`src/rtl/lxd_pkg.sv`:
```
package lxd_pkg;

   localparam int INSN_BITS = 32;
   localparam int GPR_BITS  = 4;
   localparam int VREG_BITS = 5;
   localparam int LANE_BITS = 3;
   localparam logic [7:0] OPC_TOP = 8'hF4;

   typedef enum logic [1:0] {
      ESZ_BYTE = 2'd0,
      ESZ_HALF = 2'd1,
      ESZ_WORD = 2'd2,
      ESZ_RSVD = 2'd3
   } elem_size_e;

   typedef struct packed {
      logic                  is_load;
      logic [GPR_BITS-1:0]   base;
      logic [GPR_BITS-1:0]   index;
      logic [VREG_BITS-1:0]  vreg;
      elem_size_e            size;
      logic [2:0]            count;
      logic [LANE_BITS-1:0]  lane;
      logic [LANE_BITS-1:0]  align;
      logic [1:0]            stride;
   } lxd_fields_t;

endpackage

```
`src/rtl/lxd_field_split.sv`:
```
module lxd_field_split
   import lxd_pkg::*;
#(
   parameter int INSN_W = 32
) (
   input  logic [INSN_W-1:0] instr,
   output logic              hit,
   output lxd_fields_t       fld
);
   localparam int NUM_SIZES = 3;

   logic [3:0]           nib;
   logic [LANE_BITS-1:0] lane_c   [NUM_SIZES];
   logic [LANE_BITS-1:0] align_c  [NUM_SIZES];
   logic [1:0]           stride_c [NUM_SIZES];

   assign nib = instr[7:4];

   // The same nibble is cut at a size-dependent point: lanes above, hint below.
   generate
      for (genvar gs = 0; gs < NUM_SIZES; gs++) begin : g_size
         assign lane_c[gs]  = LANE_BITS'(nib >> (gs + 1));
         assign align_c[gs] = LANE_BITS'(nib & 4'((8'd2 << gs) - 8'd1));
         if (gs == 0) begin : g_unit
            assign stride_c[gs] = 2'd1;
         end else begin : g_sel
            assign stride_c[gs] = {1'b0, nib[gs]} + 2'd1;
         end
      end
   endgenerate

   always_comb begin
      hit = (instr[31:24] == OPC_TOP) && instr[23] && !instr[20]
            && (instr[11:10] != 2'b11);
      fld = '0;
      if (hit) begin
         fld.is_load = instr[21];
         fld.base    = instr[19:16];
         fld.index   = instr[3:0];
         fld.vreg    = {instr[22], instr[15:12]};
         fld.size    = elem_size_e'(instr[11:10]);
         fld.count   = {1'b0, instr[9:8]} + 3'd1;
         case (instr[11:10])
            2'd0: begin
               fld.lane = lane_c[0]; fld.align = align_c[0]; fld.stride = stride_c[0];
            end
            2'd1: begin
               fld.lane = lane_c[1]; fld.align = align_c[1]; fld.stride = stride_c[1];
            end
            default: begin
               fld.lane = lane_c[2]; fld.align = align_c[2]; fld.stride = stride_c[2];
            end
         endcase
      end
   end
endmodule

```
`src/rtl/lxd_legality.sv`:
```
module lxd_legality
   import lxd_pkg::*;
#(
   parameter int VREG_W = 5
) (
   input  logic        hit,
   input  lxd_fields_t fld,
   input  logic        upper_present,
   output logic        undef
);
   localparam int SUM_W    = VREG_W + 2;
   localparam int MAX_VREG = (1 << VREG_W) - 1;

   logic [1:0]       extra;
   logic [SUM_W-1:0] last_reg;
   logic             bad_hint;
   logic             bad_range;
   logic             bad_bank;
   logic             is_word;

   assign extra    = fld.count[1:0] - 2'd1;
   assign is_word  = (fld.size == ESZ_WORD);
   assign last_reg = SUM_W'(fld.vreg) + SUM_W'(fld.stride) * SUM_W'(extra);

   always_comb begin
      bad_hint = 1'b0;
      case (extra)
         2'd0: bad_hint = fld.align[fld.size[1:0]]
                          || (is_word && (fld.align[1] ^ fld.align[0]));
         2'd1: bad_hint = is_word && fld.align[1];
         2'd2: bad_hint = fld.align[0] || (is_word && fld.align[1]);
         default: bad_hint = is_word && (fld.align[1:0] == 2'b11);
      endcase
   end

   assign bad_range = (last_reg > SUM_W'(MAX_VREG));
   assign bad_bank  = !upper_present && fld.vreg[VREG_W-1];
   assign undef     = hit && (bad_hint || bad_range || bad_bank);
endmodule

```
`src/rtl/lxd_out_stage.sv`:
```
module lxd_out_stage
   import lxd_pkg::*;
(
   input  logic        clk,
   input  logic        rst_n,
   input  logic        load_en,
   input  logic        d_hit,
   input  logic        d_undef,
   input  lxd_fields_t d_fld,
   output logic        q_valid,
   output logic        q_hit,
   output logic        q_undef,
   output lxd_fields_t q_fld
);
   always_ff @(posedge clk) begin
      if (!rst_n) begin
         q_valid <= 1'b0;
         q_hit   <= 1'b0;
         q_undef <= 1'b0;
         q_fld   <= '0;
      end else begin
         q_valid <= load_en;
         if (load_en) begin
            q_hit   <= d_hit;
            q_undef <= d_undef;
            q_fld   <= d_fld;
         end
      end
   end
endmodule

```
`src/rtl/lane_xfer_decoder.sv`:
```
module lane_xfer_decoder
   import lxd_pkg::*;
#(
   parameter int INSN_W = INSN_BITS,
   parameter int GPR_W  = GPR_BITS,
   parameter int VREG_W = VREG_BITS
) (
   input  logic              clk,
   input  logic              rst_n,
   input  logic              in_valid,
   input  logic [INSN_W-1:0] in_instr,
   input  logic              cfg_upper_regs,
   output logic              out_valid,
   output logic              out_match,
   output logic              out_undef,
   output logic              out_is_load,
   output logic [GPR_W-1:0]  out_base,
   output logic [GPR_W-1:0]  out_index,
   output logic [VREG_W-1:0] out_vreg,
   output logic [1:0]        out_size,
   output logic [2:0]        out_count,
   output logic [2:0]        out_lane,
   output logic [2:0]        out_align,
   output logic [1:0]        out_stride
);
   generate
      if (INSN_W != INSN_BITS || GPR_W != GPR_BITS || VREG_W != VREG_BITS) begin : g_bad_cfg
         $error("lane_xfer_decoder: widths must match the encoding");
      end
   endgenerate

   logic        dec_hit;
   logic        dec_undef;
   lxd_fields_t dec_fld;
   logic        reg_hit;
   logic        reg_undef;
   lxd_fields_t reg_fld;

   lxd_field_split #(.INSN_W(INSN_W)) u_split (
      .instr (in_instr),
      .hit   (dec_hit),
      .fld   (dec_fld)
   );

   lxd_legality #(.VREG_W(VREG_W)) u_legal (
      .hit           (dec_hit),
      .fld           (dec_fld),
      .upper_present (cfg_upper_regs),
      .undef         (dec_undef)
   );

   lxd_out_stage u_stage (
      .clk     (clk),
      .rst_n   (rst_n),
      .load_en (in_valid),
      .d_hit   (dec_hit),
      .d_undef (dec_undef),
      .d_fld   (dec_fld),
      .q_valid (out_valid),
      .q_hit   (reg_hit),
      .q_undef (reg_undef),
      .q_fld   (reg_fld)
   );

   assign out_match   = reg_hit;
   assign out_undef   = reg_undef;
   assign out_is_load = reg_fld.is_load;
   assign out_base    = reg_fld.base;
   assign out_index   = reg_fld.index;
   assign out_vreg    = reg_fld.vreg;
   assign out_size    = reg_fld.size;
   assign out_count   = reg_fld.count;
   assign out_lane    = reg_fld.lane;
   assign out_align   = reg_fld.align;
   assign out_stride  = reg_fld.stride;
endmodule

```
`config.mk`:
```
export PLATFORM = sky130hd
export DESIGN_NAME = lane_xfer_decoder
export DESIGN_NICKNAME = d
export VERILOG_FILES = /design/src/rtl/lxd_pkg.sv /design/src/rtl/lxd_field_split.sv /design/src/rtl/lxd_legality.sv /design/src/rtl/lxd_out_stage.sv /design/src/rtl/lane_xfer_decoder.sv
export SDC_FILE = /design/constraint.sdc
export NUM_CORES = 1
export LEC_CHECK = 0
export BUFFER_PORTS_ARGS = -buffer_cell sky130_fd_sc_hd__clkbuf_2
export CORE_ASPECT_RATIO = 0.7
export CORE_MARGIN = 1.5
export CORE_UTILIZATION = 49
export CTS_CLUSTER_DIAMETER = 60
export DETAILED_ROUTE_END_ITERATION = 10
export PLACE_DENSITY = 0.81
export SKIP_CTS_REPAIR_TIMING = 1
export SLEW_MARGIN = 20
export SYNTH_ARGS = -nofsm -noshare
export SYNTH_HDL_FRONTEND = slang
export SYNTH_SLANG_ARGS = --single-unit
```
`constraint.sdc`:
```
create_clock -name clk -period 4.58 [get_ports clk]
set_input_delay 0 -clock clk [delete_from_list [all_inputs] [get_ports clk]]
set_output_delay 0 -clock clk [all_outputs]
set_load 0.005 [all_outputs]
```
### Word-level counts from Yosys, hierarchy flattened

Cells that the tools add are included.

* add/subtract/negate cells: 5
* multipliers: 1
* magnitude comparators: 2
* equality and inequality tests: 7
* mux-type cells: 5
* bitwise gates (word level): 1
* reduce and logical (&&, ||, !) cells: 16

Operators by type and width (number)
* 27-bit 2-to-1 mux: 1
* 8-bit one-hot mux with 2 select lines: 1
* 8-bit equality test, second input constant: 1
* 1-bit logical AND: 8
* 7-bit by 5-bit > comparator with 1-bit output, second input constant: 1
* 5-bit by 4-bit adder with 6-bit output: 1
* 2-bit equality test, second input constant: 3
* 1-bit by 1-bit adder with 2-bit output, second input constant: 2
* 2-bit by 1-bit equality test with 1-bit output, second input constant: 2
* 2-bit zero test: 2
* 1-bit logical OR: 4
* 2-bit by 2-bit multiplier with 4-bit output: 1
* 2-bit by 1-bit adder with 3-bit output, second input constant: 1
* 2-bit by 3-bit less-than comparator with 1-bit output, second input constant: 1
* 1-bit one-hot mux with 3 select lines: 1
* 1-bit binary-select mux with 2-bit select: 1
* 1-bit zero test: 2
* 2-bit inequality test, second input constant: 1
* 2-bit by 1-bit subtractor with 2-bit output, second input constant: 1
* 1-bit 2-to-1 mux: 1
* 1-bit XOR: 1

* register bits: 30
* bits of input ports: 36
* output and inout port bits: 30
* word-level logic and storage cells: 49

### Depth between registers and ports, before layout

Gate-level depths: netlist of run 1.

* depth after elaboration: 12
* gate-level depth with buffers: 13
* mapped depth without buffers: 13

### Modules after synthesis

From an unflattened synthesis of run 1, not the netlist that was laid out.

* cells, all modules: 173
* area, all modules: 1749.2 µm²

Modules (own cells, without submodules)
* lxd_out_stage: instances 1, cells an instance 96, area each 1161.1 µm², sequential area each 600.6 µm²
* lxd_field_split: instances 1, cells an instance 44, area each 322.8 µm², sequential area each 0.0 µm²
* lxd_legality: instances 1, cells an instance 33, area each 265.3 µm², sequential area each 0.0 µm²

### Worst setup path before layout of run 1

No wires, ideal clock.

* path kind: input port to flip-flop
* start: in in_instr[27]
* end: reg u_stage.q_undef
* library setup time: 0.129 ns
* data arrival time: 2.745 ns
* required time: 4.451 ns
* path slack: 1.706 ns
* cell stages on the path: 13
* path buffers: 0
* cells stage by stage: nand4bb_1 a2111oi_4 nor2b_1 inv_1 ha_1 nor2b_1 fa_1 ha_1 fa_1 nand2_1 nand3b_1 a21boi_0 a32oi_1

RTL lines
* start, declared: line lane_xfer_decoder.sv:11 `input logic [INSN_W-1:0] in_instr,`
* end signal, assigned: line lxd_out_stage.sv:25 `q_undef <= d_undef;`
* end, declared: line lxd_out_stage.sv:12 `output logic q_undef,`

==> reports/metrics.cfg, run 1 <==
[die]
ios=66
die_h_um=48.1
start_util_pct=51.2
rows=16
core_area_um2=2780
die_area_um2=3250
die_x_um=67.5

[drt]
wl_per_cell_um=14.3
vias=1308
drc=0
routed_via_density=5.23
drt_iter0_markers=75
wirelength_um=3570
drtAntennaViolNets=0
drt_pass1_iterations=4

[critical_path]
crit_start=in_instr[27]
timing.reg2reg.setup_slack_ns=3.77
crit_type=in -> reg
critPathArrivalTime_ns=3.45
path_cells=clkbuf_2 > nand4bb_1 > a2111oi_4 > nor2b_1 > inv_1 > ha_1 > nor2b_1 > fa_1 > ha_1 > fa_1 > nand2_1 > nand3b_1 > a21boi_0 > a32oi_1
r2r_start=u_stage.q_undef
cp_slowest_cell=a2111oi_4
cp-end-kind=flip-flop
path_buf_inv=2
critPathTopFamily=adder cells
slowest_delay_ns=0.65
cp_max_fo=14
worstSetupStartpointType=input pin
required_ns=4.74

[yosys]
synth-async-reset-ratio_pct=0
netlist_area_um2=1430
synth_top_cell_area_share_pct=42.1
ys_types=31
synth_edf_count=0
postSynthCellCount=140
yosysWarnings=0
syn_area_per_cell_um2=10.2
syn_nets=188
synth-seq-area-share_pct=42.1
synth-main-ff-cell=dfxtp_1
synth.area.top_cells=dfxtp_1 (42%), a22o_1 (14%), ha_1 (8.8%)
synth_top_cell_by_area=dfxtp_1
synth-seq-cells=30

[outcome]
status=finished, final reports clean

[sta]
max_freq_mhz=304
setup-tns-final_ns=0
rsz0062_at_grt=no
setup_viol=0
finalCriticalPeriod_ns=3.29
slew_headroom_pct=53.9
finalCritPeriodShare_pct=71.8
final_max_slew_viol_count=0
finClkSkew_ns=0
hold_viol=0
tightest_slew_ns=0.692

[min_path]
hp-start=in_instr[7]
hold_class=in -> reg

[grt]
gr-total-overflow=0
antenna_found_initial=0
grt_pass1_vias=1048
grt_max_degree=22
grt_pass1_wl_um=4770
grt_usage_pct=21.0

[placed_design]
numPortBuffers=65
placed_cells=233
dp_hpwl_um=2590
place.gp.congestion=0.837

[cells_and_area]
stdcell_count=250
area_delta_synth_final_pct=37.6
finalNetCount=262
nFillCells=206
antenna_cells=0
drive_above_1_share_pct=35.0

[cts]
cts_tree=done
root_buffer=clkbuf_8
numClockSinks=30
worst_skew_pair.late_latency_ns=0.28
clock_path_buffers=2
ctsHtreeMaxLevel=2
cts_buffers=5
clk_pin_slew_ns=0.06

[pwr]
power.leakage_nw=0.986
vdd_drop_max_v=0.000214
p_per_area_nw_per_um2=293

[flow_run]
drv_cap=0

-- sequential cells by signal, indices dropped and copies added, names as in the netlist --
register / flops
u_stage.q_fld: 27
u_stage.q_valid: 1
u_stage.q_hit: 1
u_stage.q_undef: 1
-- routing by layer --
metal	vias to the layer above	GRT usage [%]	routed length, µm
met5	-	0	0
met4	0	9.39	19
li1	647	-	-
met3	2	10.2	276
met1	602	27.1	1600
met2	57	30.0	1670
-- cells in the mapped netlist, drive strengths merged (2+ instances only) --
cell	n
dfxtp	30
a22o	22
nand2	16
ha	10
nor2b	10
and2	8
o21ai	7
buf	5
clkbuf	4
inv	3
nor2	3
a21oi	2
fa	2
mux2i	2
nand3b	2
nand4bb	2
-- cell type report --
cell class	count	area (µm²)	area share [%]
multi-input cells	98	758	38.7
repair buffers	76	433	22.1
well taps	36	45.0	2.30
flip-flops and latches	30	601	30.6
inverters	3	11.3	0.574
clock buffers	6	82.6	4.21
clock inverters	1	30.0	1.53
-- logic make-up after synthesis --
logic type	after synthesis	synth area share, %
and+or+nand+nor	45	17.6
AOI/OAI and AO/OA	39	22.7
buffers and inverters	12	4.65
muxes	2	1.40
adders and majority gates	12	11.6
DFF	30	42.1
-- layout by cell type (no fill, tap or decap), drive strengths merged --
cell type / instances
nand2: 16
o211ai: 1
a2111oi: 1
fa: 2
bufinv: 1
buf: 1
mux2i: 2
o31ai: 1
nor2: 3
nand3b: 2
and3b: 1
inv: 3
a32oi: 1
nor2b: 10
a21oi: 2
clkbuf: 71
a21boi: 1
ha: 10
nand2b: 1
dfxtp: 30
a32o: 1
a22o: 22
a31oi: 1
dlygate4sd3: 10
and3: 1
nand3: 1
and2: 8
o211a: 1
nand4bb: 2
o21ai: 7
-- path summary, 6_finish.rpt --
| path | endpoint | cells after the start |
|---|---|---|
| worst min register to register | u_stage.q_hit | 2 |
| worst max register to register | u_stage.q_undef | 3 |
| worst max-delay path | u_stage.q_undef | 14 |
| worst min-delay path | u_stage.q_fld[7] | 2 |
-- report_power, final --
part           internal [mW]  switching, mW  total [mW]
registers              0.261       0.000113       0.262
clock network          0.174         0.0962       0.270
logic                 0.0215         0.0222      0.0436
-- stage by stage --
stage               setup WS (ns)  cell area [µm²]  total power [mW]  hold slack, ns  utilization, %
global route                 1.04             1960             0.597          0.0289            70.5
finish                       1.29             1960             0.575          0.0234            70.5
floorplan                    1.71             1430             0.282           0.126               -
global placement             1.25             1750             0.302           0.213            62.8
detailed placement           1.02             1750             0.303           0.216            62.8
CTS                          1.32             1860             0.576         -0.0849            66.9
Note: power is estimated with default switching activity, not from simulation.
==> run 2: changes to the inputs <==
- CORE_UTILIZATION: 49 -> 46
- PLACE_DENSITY: 0.81 -> 0.77
- clock period: 4.58 -> 3.15 ns (I/O delays scaled with it)
==> run 2 against run 1 <==
Effect of this change: the run now ends with negative hold slack left; cell area about the same; sequential share of layout area about the same; via count increased by 6.2%; power increased by 32%.
==> reports/metrics.cfg, run 2 (same netlist as run 1, synthesis figures left out) <==
[outcome]
status=complete, but fails checks
violations=negative hold slack

[die]
ios=66
die_area_um2=3450
rows=16
die_h_um=49.6
core_area_um2=2860
start_util_pct=49.8
die_x_um=69.5

[flow_run]
drv_cap=0

[cts]
cts_tree=done
cts_buffers=5
clk_pin_slew_ns=0.06
ctsHtreeMaxLevel=2
clock_path_buffers=2
worst_skew_pair.late_latency_ns=0.28
numClockSinks=30
root_buffer=clkbuf_8

[placed_design]
dp_hpwl_um=2710
place.gp.congestion=0.805
placed_cells=236
numPortBuffers=65

[drt]
drt_pass1_iterations=4
drt_iter0_markers=78
wirelength_um=3690
wl_per_cell_um=14.5
drc=0
drtAntennaViolNets=0
vias=1389
routed_via_density=5.47

[sta]
final_max_slew_viol_count=0
tightest_slew_ns=0.615
finalCriticalPeriod_ns=2.77
finalCritPeriodShare_pct=87.9
setup_viol=0
slew_headroom_pct=59.0
max_freq_mhz=361
finClkSkew_ns=0
rsz0062_at_grt=no
hold_viol=1
hold_ws_ns=-0.00964
setup-tns-final_ns=0

[critical_path]
cp_slowest_cell=fa_1
worstSetupStartpointType=input pin
rr_worst_depth=3
slowest_delay_ns=0.44
required_ns=3.31
crit_type=in -> reg
critPathTopFamily=adder cells
path_cells=clkbuf_2 > nand4bb_1 > a2111oi_4 > buf_4 > nand2_1 > ha_1 > nor2b_1 > fa_1 > ha_1 > fa_1 > nand2_1 > nand3b_1 > a21boi_0 > a32oi_1
cp.depth=14
cp-end-kind=flip-flop
path_buf_inv=2
critPathArrivalTime_ns=2.93
cp_max_fo=13

[cells_and_area]
area_delta_synth_final_pct=37.7
top_register=u_stage.q_fld
drive_above_1_share_pct=35.8
finalNetCount=265
layout_commonest_cell=clkbuf_2
antenna_cells=0
stdcell_count=254
layout_common_cells=clkbuf_2 (65), dfxtp_1 (30), a22o_1 (22)
largest_reg_flops=27

[min_path]
hold_class=in -> reg
holdPathStages=2

[grt]
gr-usage-met2_pct=34.3
busiest_layer=met2
grt_pass1_wl_um=5990
gr-total-overflow=0
use_met1_pct=28.3
met3_usage_pct=6.13
grt_max_degree=22
grt_pass1_vias=1336
antenna_found_initial=0
grt_usage_pct=22.1

[pwr]
vdd_drop_max_v=0.000154
p_per_area_nw_per_um2=388
power.leakage_nw=0.993

run 2: cell types whose count changed in the layout (fill, tap and decap cells not counted):
cell / change
clkinv_2: +1
buf_4: +3
clkbuf_1: +1
bufinv_16: -1
run 2: layout make-up:
class	instances	area, µm²
multi-input combinational	98	758
sequential	30	601
clock inverter	1	5.00
timing repair buffer	79	455
inverter	3	11.3
clock buffer	7	86.3
tap	36	45.0
fill	229	901
run 2: per-stage QoR:
step / hold slack, ns / setup slack [ns] / power [mW] / utilization [%] / instance area [µm²]
6_report: -0.00964 / 0.383 / 0.761 / 68.5 / 1960
5_1_grt: 0.00127 / 0.156 / 0.796 / 68.5 / 1960
2_1_floorplan: 0.126 / 0.276 / 0.410 / - / 1430
3_3_place_gp: 0.213 / 0.244 / 0.440 / 61.8 / 1770
3_5_place_dp: 0.215 / 0.132 / 0.442 / 61.8 / 1770
4_1_cts: -0.0794 / 0.424 / 0.757 / 65.0 / 1860
run 2: worst paths after layout:
kind | from | end | slack [ns]
min reg2reg | u_stage.q_hit | u_stage.q_hit | 0.46
max | in_instr[27] | u_stage.q_undef | 0.38
max reg2reg | u_stage.q_undef | u_stage.q_undef | 2.36
min | in_instr[7] | u_stage.q_fld[7] | -0.01
run 2: worst register-to-register path: cells and delay by family, from the launching register on:
| kind | cells | cell delay [ns] |
|---|---|---|
| AND/OR/NAND/NOR | 1 | 0.07 |
| flip-flops | 1 | 0.31 |
| AO/OA/AOI/OAI | 2 | 0.29 |
run 2: power breakdown:
part | internal (mW) | switching, mW | total [mW] | leakage, nW
Combinational | 0.0320 | 0.0320 | 0.0640 | 0.703
Sequential | 0.380 | 0.000206 | 0.380 | 0.242
Clock | 0.176 | 0.141 | 0.317 | 0.0482
run 2: layer usage:
| layer | up-vias | part of all wire, % |
|---|---|---|
| met3 | 9 | 7.7 |
| met1 | 652 | 44 |
| met4 | 0 | 2.1 |
| met2 | 71 | 46 |
| met5 | - | 0 |
| li1 | 657 | - |
